File: src/rtl/lfl_pkg.sv
package lfl_pkg;
  localparam int unsigned DEF_N_CH      = 8;
  localparam int unsigned DEF_FLT_CYC   = 16;
  localparam int unsigned DEF_BLANK_CYC = 64;

  function automatic int unsigned cnt_w(input int unsigned lim);
    return (lim < 2) ? 1 : $clog2(lim + 1);
  endfunction
endpackage

File: src/rtl/lfl_filt.sv
// Consecutive-edge qualifier: hit_o when in_i is high on the CNT-th edge in a row
module lfl_filt #(
  parameter int unsigned CNT = 16
) (
  input  logic clk_i,
  input  logic rst_ni,
  input  logic clr_i,
  input  logic in_i,
  output logic hit_o
);
  localparam int unsigned CW  = lfl_pkg::cnt_w(CNT);
  localparam logic [CW-1:0] TOP = CW'(CNT - 1);

  logic [CW-1:0] cnt_q;

  assign hit_o = in_i & (cnt_q == TOP);

  always_ff @(posedge clk_i or negedge rst_ni) begin
    if (!rst_ni)          cnt_q <= '0;
    else if (clr_i)       cnt_q <= '0;
    else if (!in_i)       cnt_q <= '0;
    else if (cnt_q != TOP) cnt_q <= cnt_q + CW'(1);
  end
endmodule

File: src/rtl/lfl_blank.sv
// Gate-on blanking: ok_o once gate has been high for CYC prior edges
module lfl_blank #(
  parameter int unsigned CYC = 64
) (
  input  logic clk_i,
  input  logic rst_ni,
  input  logic clr_i,
  input  logic gate_i,
  output logic ok_o
);
  localparam int unsigned CW  = lfl_pkg::cnt_w(CYC);
  localparam logic [CW-1:0] TOP = CW'(CYC);

  logic [CW-1:0] cnt_q;

  assign ok_o = gate_i & (cnt_q == TOP);

  always_ff @(posedge clk_i or negedge rst_ni) begin
    if (!rst_ni)           cnt_q <= '0;
    else if (clr_i)        cnt_q <= '0;
    else if (!gate_i)      cnt_q <= '0;
    else if (cnt_q != TOP) cnt_q <= cnt_q + CW'(1);
  end
endmodule

File: src/rtl/lfl_chan.sv
module lfl_chan #(
  parameter int unsigned FLT_CYC   = 16,
  parameter int unsigned BLANK_CYC = 64
) (
  input  logic clk_i,
  input  logic rst_ni,
  input  logic clr_i,
  input  logic short_dis_i,
  input  logic gate_i,
  input  logic short_i,
  input  logic open_i,
  output logic lat_o
);
  logic blank_ok, short_hit, open_hit, lat_q;

  lfl_blank #(.CYC(BLANK_CYC)) u_blank (
    .clk_i(clk_i), .rst_ni(rst_ni), .clr_i(clr_i),
    .gate_i(gate_i), .ok_o(blank_ok)
  );

  lfl_filt #(.CNT(FLT_CYC)) u_short (
    .clk_i(clk_i), .rst_ni(rst_ni), .clr_i(clr_i),
    .in_i(short_i & ~short_dis_i), .hit_o(short_hit)
  );

  lfl_filt #(.CNT(FLT_CYC)) u_open (
    .clk_i(clk_i), .rst_ni(rst_ni), .clr_i(clr_i),
    .in_i(open_i & blank_ok), .hit_o(open_hit)
  );

  always_ff @(posedge clk_i or negedge rst_ni) begin
    if (!rst_ni)                    lat_q <= 1'b0;
    else if (clr_i)                 lat_q <= 1'b0;  // clear wins
    else if (short_hit || open_hit) lat_q <= 1'b1;
  end

  assign lat_o = lat_q;
endmodule

File: src/rtl/led_fault_latch.sv
module led_fault_latch #(
  parameter int unsigned N_CH      = lfl_pkg::DEF_N_CH,
  parameter int unsigned FLT_CYC   = lfl_pkg::DEF_FLT_CYC,
  parameter int unsigned BLANK_CYC = lfl_pkg::DEF_BLANK_CYC
) (
  input  logic            clk_i,
  input  logic            rst_ni,
  input  logic            uvlo_i,
  input  logic            en_i,
  input  logic            short_dis_i,
  input  logic [N_CH-1:0] gate_i,
  input  logic [N_CH-1:0] short_cmp_i,
  input  logic [N_CH-1:0] open_cmp_i,
  output logic [N_CH-1:0] sink_en_o,
  output logic [N_CH-1:0] fault_stat_o,
  output logic            fault_no
);
  logic            clr;
  logic            run_ok;
  logic [N_CH-1:0] lat;

  assign clr    = uvlo_i | ~en_i;
  assign run_ok = en_i & ~uvlo_i;

  for (genvar g = 0; g < N_CH; g++) begin : g_ch
    lfl_chan #(.FLT_CYC(FLT_CYC), .BLANK_CYC(BLANK_CYC)) u_chan (
      .clk_i(clk_i), .rst_ni(rst_ni), .clr_i(clr),
      .short_dis_i(short_dis_i), .gate_i(gate_i[g]),
      .short_i(short_cmp_i[g]), .open_i(open_cmp_i[g]),
      .lat_o(lat[g])
    );
  end

  assign fault_stat_o = lat;
  assign sink_en_o    = ~lat & {N_CH{run_ok}};
  assign fault_no     = ~|lat;
endmodule

File: config.mk
export PLATFORM = sky130hd
export DESIGN_NAME = led_fault_latch
export DESIGN_NICKNAME = d
export VERILOG_FILES = /design/src/rtl/lfl_pkg.sv /design/src/rtl/lfl_filt.sv /design/src/rtl/lfl_blank.sv /design/src/rtl/lfl_chan.sv /design/src/rtl/led_fault_latch.sv
export SDC_FILE = /design/constraint.sdc
export NUM_CORES = 1
export LEC_CHECK = 0
export BUFFER_PORTS_ARGS = -buffer_cell sky130_fd_sc_hd__buf_4
export CAP_MARGIN = 0
export CORE_ASPECT_RATIO = 1.4
export CORE_MARGIN = 2
export CORE_UTILIZATION = 28
export DETAILED_ROUTE_END_ITERATION = 10
export PLACE_DENSITY = 0.5
export SYNTH_ARGS = -nofsm -noshare
export SYNTH_HDL_FRONTEND = slang
export SYNTH_SLANG_ARGS = --single-unit
File: constraint.sdc
create_clock -name clk_i -period 5.1 [get_ports clk_i]
set_clock_uncertainty 0.05 [all_clocks]
set_input_delay 0.255 -clock clk_i [delete_from_list [all_inputs] [get_ports clk_i]]
set_output_delay 0.255 -clock clk_i [all_outputs]
set_load 0.02 [all_outputs]
==> results of run 1 <==
==> power by group through the flow <==
stage,Sequential [mW],Clock [mW],Combinational [mW]
floorplan,1.17,0,0.0348
global placement,1.17,0,0.100
detailed placement,1.17,0,0.100
CTS,1.15,1.46,0.101
global route,1.15,1.51,0.110
finish,1.15,1.42,0.0966
==> cell usage in the layout, fill, tap and decap left out, types with 15 or more instances in the layout <==
cell type / Yosys / final
sky130_fd_sc_hd__dfrtp_1: 144 / 144
sky130_fd_sc_hd__nor2_1: 121 / 121
sky130_fd_sc_hd__nand2_1: 61 / 61
sky130_fd_sc_hd__xor2_1: 48 / 48
sky130_fd_sc_hd__ha_1: 48 / 48
sky130_fd_sc_hd__a21oi_1: 46 / 46
sky130_fd_sc_hd__buf_4: 9 / 46
sky130_fd_sc_hd__inv_1: 37 / 37
sky130_fd_sc_hd__nand3_1: 26 / 26
sky130_fd_sc_hd__mux2i_1: 26 / 26
sky130_fd_sc_hd__o21ai_0: 23 / 23
sky130_fd_sc_hd__nor2b_1: 21 / 21
sky130_fd_sc_hd__and3_1: 20 / 20
sky130_fd_sc_hd__clkbuf_16: 0 / 17
sky130_fd_sc_hd__nand4b_1: 16 / 16
sky130_fd_sc_hd__xnor2_1: 16 / 16
sky130_fd_sc_hd__nand4_1: 15 / 15
sky130_fd_sc_hd__or3_1: 15 / 15
==> cells in the mapped netlist, drive strengths merged, types with 2 or more instances <==
library cell	instances
clkbuf	18
dfrtp	144
nor2b	21
o22ai	4
o21ai	23
buf	13
or3	15
mux2i	26
nand4	15
nand2	61
or4	2
inv	37
nand4b	16
nor4	7
ha	48
and2	11
and3	20
xor2	48
nand3b	8
nor3b	4
a211o	4
a21oi	46
nand3	26
nor2	121
a31oi	4
xnor2	16
and3b	8
==> cell families (layout without fill, tap and decap cells) <==
logic type                 count (synthesis)  in the layout  synth area share
DFF                                      144            144             0.478
and+or+nand+nor                          339            339             0.236
buffers and inverters                     68            116            0.0390
AOI/OAI and AO/OA                         82             82            0.0588
adders and majority gates                 48             48            0.0797
muxes                                     26             26            0.0345
xor gates and xnor gates                  64             64            0.0744
==> sequential cells by signal, indices dropped and copies added, names as in the netlist <==
register	cells
g_ch.u_chan.lat_o	8
g_ch.u_chan.u_open.cnt_q	40
g_ch.u_chan.u_short.cnt_q	40
g_ch.u_chan.u_blank.cnt_q	56
==> critical path: stages (launching register included) <==
cell	delay (ns)
sky130_fd_sc_hd__dfrtp_1	0.47
sky130_fd_sc_hd__or4_1	0.54
sky130_fd_sc_hd__nor2_1	0.11
sky130_fd_sc_hd__buf_4	0.14
==> routing by layer <==
metal | track usage | share of wire | wire length, um
met5 | 0 | 0 | 0
met4 | 0.0429 | 0.015 | 241
met3 | 0.0222 | 0.026 | 407
met2 | 0.205 | 0.50 | 7800
met1 | 0.149 | 0.46 | 7230
==> layout make-up <==
cell class,instances,share of cell area
Clock buffer,18,0.0486
Clock inverter,13,0.0267
Inverter,37,0.0157
Multi-Input combinational cell,559,0.413
Sequential cell,144,0.408
Tap cell,328,0.0465
Timing Repair Buffer,48,0.0415
==> worst paths after layout <==
path                                                 start                               to  slack [ns]  cells after the start
setup / recovery                      g_ch[2].u_chan.lat_o                         fault_no        3.10                      3
hold / removal                              short_cmp_i[5]             g_ch[5].u_chan.lat_o        0.10                      3
setup reg to reg           g_ch[2].u_chan.u_short.cnt_q[0]             g_ch[2].u_chan.lat_o        3.28                      5
hold reg to reg             g_ch[0].u_chan.u_open.cnt_q[4]   g_ch[0].u_chan.u_open.cnt_q[4]        0.46                      2
max in group asynchronous                           rst_ni  g_ch[6].u_chan.u_blank.cnt_q[1]        3.56                      3
min in group asynchronous                           rst_ni   g_ch[2].u_chan.u_open.cnt_q[2]        0.33                      2
==> summary.md, run 1 <==
| Metric | Value |
|---|---|
| Status | finished, final reports clean |
| Register area | roughly 0.0036 mm2 |
| Maximum clock frequency | 0.500 GHz |
| Pin count of the biggest net entering global routing | 63 |
| Max-Cap Viols | 0 |
| H-tree level count | 4 |
| Area taken by multi-input logic gates | about 0.0036 mm2 |
| Number of placement rows | 71 |
| Dpl cell area | 0.00815 mm2 |
| Total negative setup slack | 0 ns |
| Core occupancy in the finished layout | 0.331 |
| Number of input and output port buffers inserted | 45 |
| Critical path peak fanout | 4 |
| Antenna violations before repair | 0 |
| Max-slew violations | 0 |
| Worst hold-check slack | 0.100 ns |
| Power density cells | 302 mW/mm2 |
| Routability cong. | 0.729 |
| Share of the yosys chip area belonging to registers | 0.478 |
| Tot Pwr | 2.67 mW |
| Number of register bits inferred by synthesis | about 140 |
| Number of top-level design ports | 46 |
| Core Box Area | 0.0267 mm2 |
| DRT Pass-1 Iters | 4 |
| Maximum vdd ir drop | 0.000147 V |
| Post-CTS Setup Repair Bufs | 0 |
| Post-synthesis async set-or-reset flop share | 1.00 |
| Number of global-route vias before repair | 5404 |
| Area share of the largest cell type after synthesis | 0.478 |
| Switching component of the power | 571 uW |
| Detailed router's first-iteration violation count | 240 |
| Most instantiated flip-flop cell in the synthesis netlist | sky130_fd_sc_hd__dfrtp_1 |
| HPWL Detailed | 11200 um |
| Detailed-route DRC error count | 0 |
| # resized after CTS | 0 |
| Required time of the critical path | 4.80 ns |
| Die W | 143 um |
| Number of flops mapped to enable cells by yosys | 0 |
| Category of the worst setup path capture point | output pin |
| Period minus WS final | 2.00 ns |
| Post-Syn Nets | 848 |
| CP Data Arrival Time | 1.70 ns |
| Reported leakage power | just over 4 nW |
| Synthesized cell area | 0.00754 mm2 |
| Height of the die | 198 um |
| Switching fraction of total power | 0.214 |
| Number of unique standard cell types used by synthesis | 37 |
| Vias per std cell | 4.70 |
| Setup repair after global routing missed its margin | false |
| Share of the cycle needed by the critical path after routing | 0.392 |
| Overall fraction of global-route tracks in use | 0.119 |
| Type of the most critical hold path | primary input to flip-flop |
| Vias after detailed routing | ~5400 |
| Number of antenna-violating nets in the routed design | 0 |
| Post-synthesis cell type with the largest combined area | sky130_fd_sc_hd__dfrtp_1 |
| Max-Slew Margin vs Limit | 0.488 |
| TritonCTS buffer count | 17 |
| Setup violations, final | 0 |
| Count of endpoints failing hold in the final timing report | 0 |
| Total non-filler cell area in the finished layout | 0.00882 mm2 |
| Number of placed instances, taps included | 1115 |
| Die Footprint | 0.0283 mm2 |
| Final layout net count | 884 |
| Slack of the critical path | just over 3 ns |
| Combinational share of power | 0.036 |
| Leftover overflow at the end of global routing | 0 |
| Root cell of the clock tree | sky130_fd_sc_hd__clkbuf_16 |
| Mean Syn Cell Area | 9.78 um2 |
| TritonCTS sink count | 144 |
| Crit Path Category | flip-flop to output pin |
| FILL cells | ~2700 |
| Number of instances in the synthesized netlist | 771 |
| Finished Layout Cells | 1147 |
| Clock Tree Buf Depth | 2 |
| Launching element type of the critical path | flip-flop |
| Hold bufs inserted after CTS | 1 |
| Synth warnings | 0 |
| Portion of total power attributed to the clock network | 0.532 |
| Initial standard-cell utilization of the core | 0.283 |
| Wire length of the first global-routing pass | 26600 um |
| Count of antenna diodes in the layout | 0 |
| Insertion delay of the later-clocked pin in the worst-skew pair | 0.43 ns |
| Dominant cells by area after synthesis | sky130_fd_sc_hd__dfrtp_1, sky130_fd_sc_hd__ha_1, sky130_fd_sc_hd__nor2_1 |
| Layout overhead on the synthesized area | 17.1% |
| CTS tree | built |
| Internal cell power | 2.10 mW |
| Worst slack after detailed placement | 3.28 ns |
| Worst Max-Slew Pin Slew | roughly 0.77 ns |
| Drt wl/cell | 13.7 um |
| Proportion of layout cells with a drive suffix above 1 | 0.103 |
| Total Routed Length | roughly 16000 um |
| Clock-pin slew on the worst setup and hold paths | 0.06 ns |
| Share of total power in sequential cells | 0.432 |
(Power assumes the default switching activity.)
==> run 2, diff against run 1 <==
PLACE_DENSITY = 0.51   (was 0.5)
clock period = 1.7 ns   (was 5.1 ns; I/O delays follow)
==> run 2 against run 1 <==
Effect of this change:
- the run now ends with negative setup slack left
- sequential power grew to 3.0 times the previous value
- non-clock buffer count increased by 51
- worst setup slack got worse by 3.1 ns
- critical path type unchanged
- clock power rose to 2.7 times the previous value
- die area unchanged
- critical endpoint unchanged
==> summary.md, run 2 (same netlist as run 1, synthesis figures left out) <==
| Metric | Value |
|---|---|
| Layout overhead on the synthesized area | 22.9% |
| Number of global-route vias before repair | about 5400 |
| Number of placement rows | 71 |
| Routability cong. | between 0.7 and 0.8 |
| Vias after detailed routing | around 5600 |
| Power density cells | about 800 mW/mm2 |
| Vias per std cell | between 4 and 5 |
| Status | finished with violations |
| Max-Slew Margin vs Limit | 0.719 |
| Number of top-level design ports | 46 |
| Number of antenna-violating nets in the routed design | 0 |
| Violations in the final reports | negative setup slack |
| Routed wire length on met2 | 7910 um |
| Antenna violations before repair | 0 |
| Register area | 0.00360 mm2 |
| TritonCTS sink count | 144 |
| Largest registers | g_ch.u_chan.u_blank.cnt_q x56, g_ch.u_chan.u_open.cnt_q x40, g_ch.u_chan.u_short.cnt_q x40 |
| Required time of the critical path | 1.56 ns |
| Root cell of the clock tree | sky130_fd_sc_hd__clkbuf_16 |
| Wire length of the first global-routing pass | 26900 um |
| Drt wl/cell | 13.4 um |
| R2R Setup Slk | 0.08 ns |
| Max-Cap Viols | 0 |
| Period minus WS final | around 1.7 ns |
| FILL cells | about 2700 |
| Launching element type of the critical path | flip-flop |
| Critical path peak fanout | 3 |
| Category of the worst setup path capture point | output pin |
| Count of endpoints failing hold in the final timing report | 0 |
| Worst slack after detailed placement | 0.0224 ns |
| Core Box Area | 0.0267 mm2 |
| Maximum vdd ir drop | 0.000483 V |
| Insertion delay of the later-clocked pin in the worst-skew pair | 0.42 ns |
| Detailed-route DRC error count | 0 |
| Crit Path Category | flip-flop to output pin |
| HPWL Detailed | between 10000 and 15000 um |
| Number of input and output port buffers inserted | 45 |
| Slack of the critical path | -0.0497 ns |
| Worst Max-Slew Pin Slew | 0.419 ns |
| Area taken by multi-input logic gates | 0.00369 mm2 |
| Top routing layer in use | met4 |
| Type of the most critical hold path | primary input to flip-flop |
| Clock Tree Buf Depth | 2 |
| Reported leakage power | 4.24 nW |
| CP Data Arrival Time | 1.61 ns |
| Final layout net count | 935 |
| Proportion of layout cells with a drive suffix above 1 | 0.147 |
| Number of flip-flops under the largest register name | 56 |
| Pin count of the biggest net entering global routing | 53 |
| Detailed-routed wire length on met3 | 640 um |
| Maximum clock frequency | 0.572 GHz |
| Most common cell after layout, fill and taps aside | sky130_fd_sc_hd__dfrtp_1 |
| Overall fraction of global-route tracks in use | 0.121 |
| TritonCTS buffer count | 17 |
| Total non-filler cell area in the finished layout | 0.00927 mm2 |
| Die W | roughly 140 um |
| Sum of routed wire segments on met1 | 7230 um |
| Count of antenna diodes in the layout | 0 |
| H-tree level count | 4 |
| Max-slew violations | 0 |
| Clock-pin slew on the worst setup and hold paths | 0.06 ns |
| Dpl cell area | 0.00835 mm2 |
| Detailed router's first-iteration violation count | 247 |
| Setup repair after global routing missed its margin | true |
| Setup violations, final | 1 |
| Reg with most FFs | g_ch.u_chan.u_blank.cnt_q |
| CTS tree | built |
| Height of the die | 198 um |
| Die Footprint | 0.0283 mm2 |
| DRT Pass-1 Iters | 4 |
| Total Routed Length | 16100 um |
| Most frequent cells in the layout | sky130_fd_sc_hd__dfrtp_1, sky130_fd_sc_hd__nor2_1, sky130_fd_sc_hd__buf_4 |
| Share of the cycle needed by the critical path after routing | 1.03 |
| Initial standard-cell utilization of the core | 0.283 |
| Leftover overflow at the end of global routing | 0 |
run 2: power by group:
group / leakage [nW] / internal, mW / switching, mW
clock network: 0.291 / 2.41 / 1.37
registers: 2.01 / 3.44 / 0.0159
logic: 1.94 / 0.136 / 0.208
run 2: worst max-delay path: stages (launching register included):
cell and delay [ns]:
sky130_fd_sc_hd__dfrtp_1 0.41, sky130_fd_sc_hd__or4_4 0.56, sky130_fd_sc_hd__nor2_4 0.12, sky130_fd_sc_hd__buf_6 0.11
run 2: repair_timing:
action,4_1_cts,5_1_grt
gates resized for setup,1,18
hold buffers,20,0
gates cloned,0,0
endpoints found under the setup margin,1,16
hold endpoints to repair,212,0
buffers inserted,3,5
pin swaps,0,4
run 2: worst paths after layout:
check,start,to,depth (start not counted)
max in group asynchronous,rst_ni,g_ch[6].u_chan.lat_o,3
setup / recovery,g_ch[0].u_chan.lat_o,fault_no,3
setup reg to reg,g_ch[7].u_chan.u_short.cnt_q[0],g_ch[7].u_chan.u_short.cnt_q[3],6
min in group asynchronous,rst_ni,g_ch[3].u_chan.u_blank.cnt_q[4],2
hold / removal,open_cmp_i[6],g_ch[6].u_chan.u_open.cnt_q[2],3
hold reg to reg,g_ch[3].u_chan.u_short.cnt_q[4],g_ch[3].u_chan.u_short.cnt_q[4],2
run 2: final cells by class:
class	count	area share
clock buffer	25	0.0524
multi-input combinational	559	0.399
sequential	144	0.389
tap	328	0.0443
clock inverter	6	0.0113
inverter	37	0.0150
timing repair buffer	99	0.0891
run 2: per-layer routing:
metal	up-vias	global-route usage
li1	2777	-
met5	-	0
met4	0	0.0458
met1	2753	0.153
met2	70	0.201
met3	20	0.0261
run 2: per-stage QoR:
stage	util	setup TNS (ns)	instances	hold slack, ns	power, mW
after floorplan	-	0	771	-0.261	3.62
after global placement	0.313	0	1139	-0.0392	3.84
after detailed placement	0.313	0	1139	-0.0404	3.84
after CTS	0.344	-0.0807	1193	0.00328	7.72
after global routing	0.348	-0.113	1198	0.0465	7.91
final	0.348	-0.0497	1198	0.0126	7.58
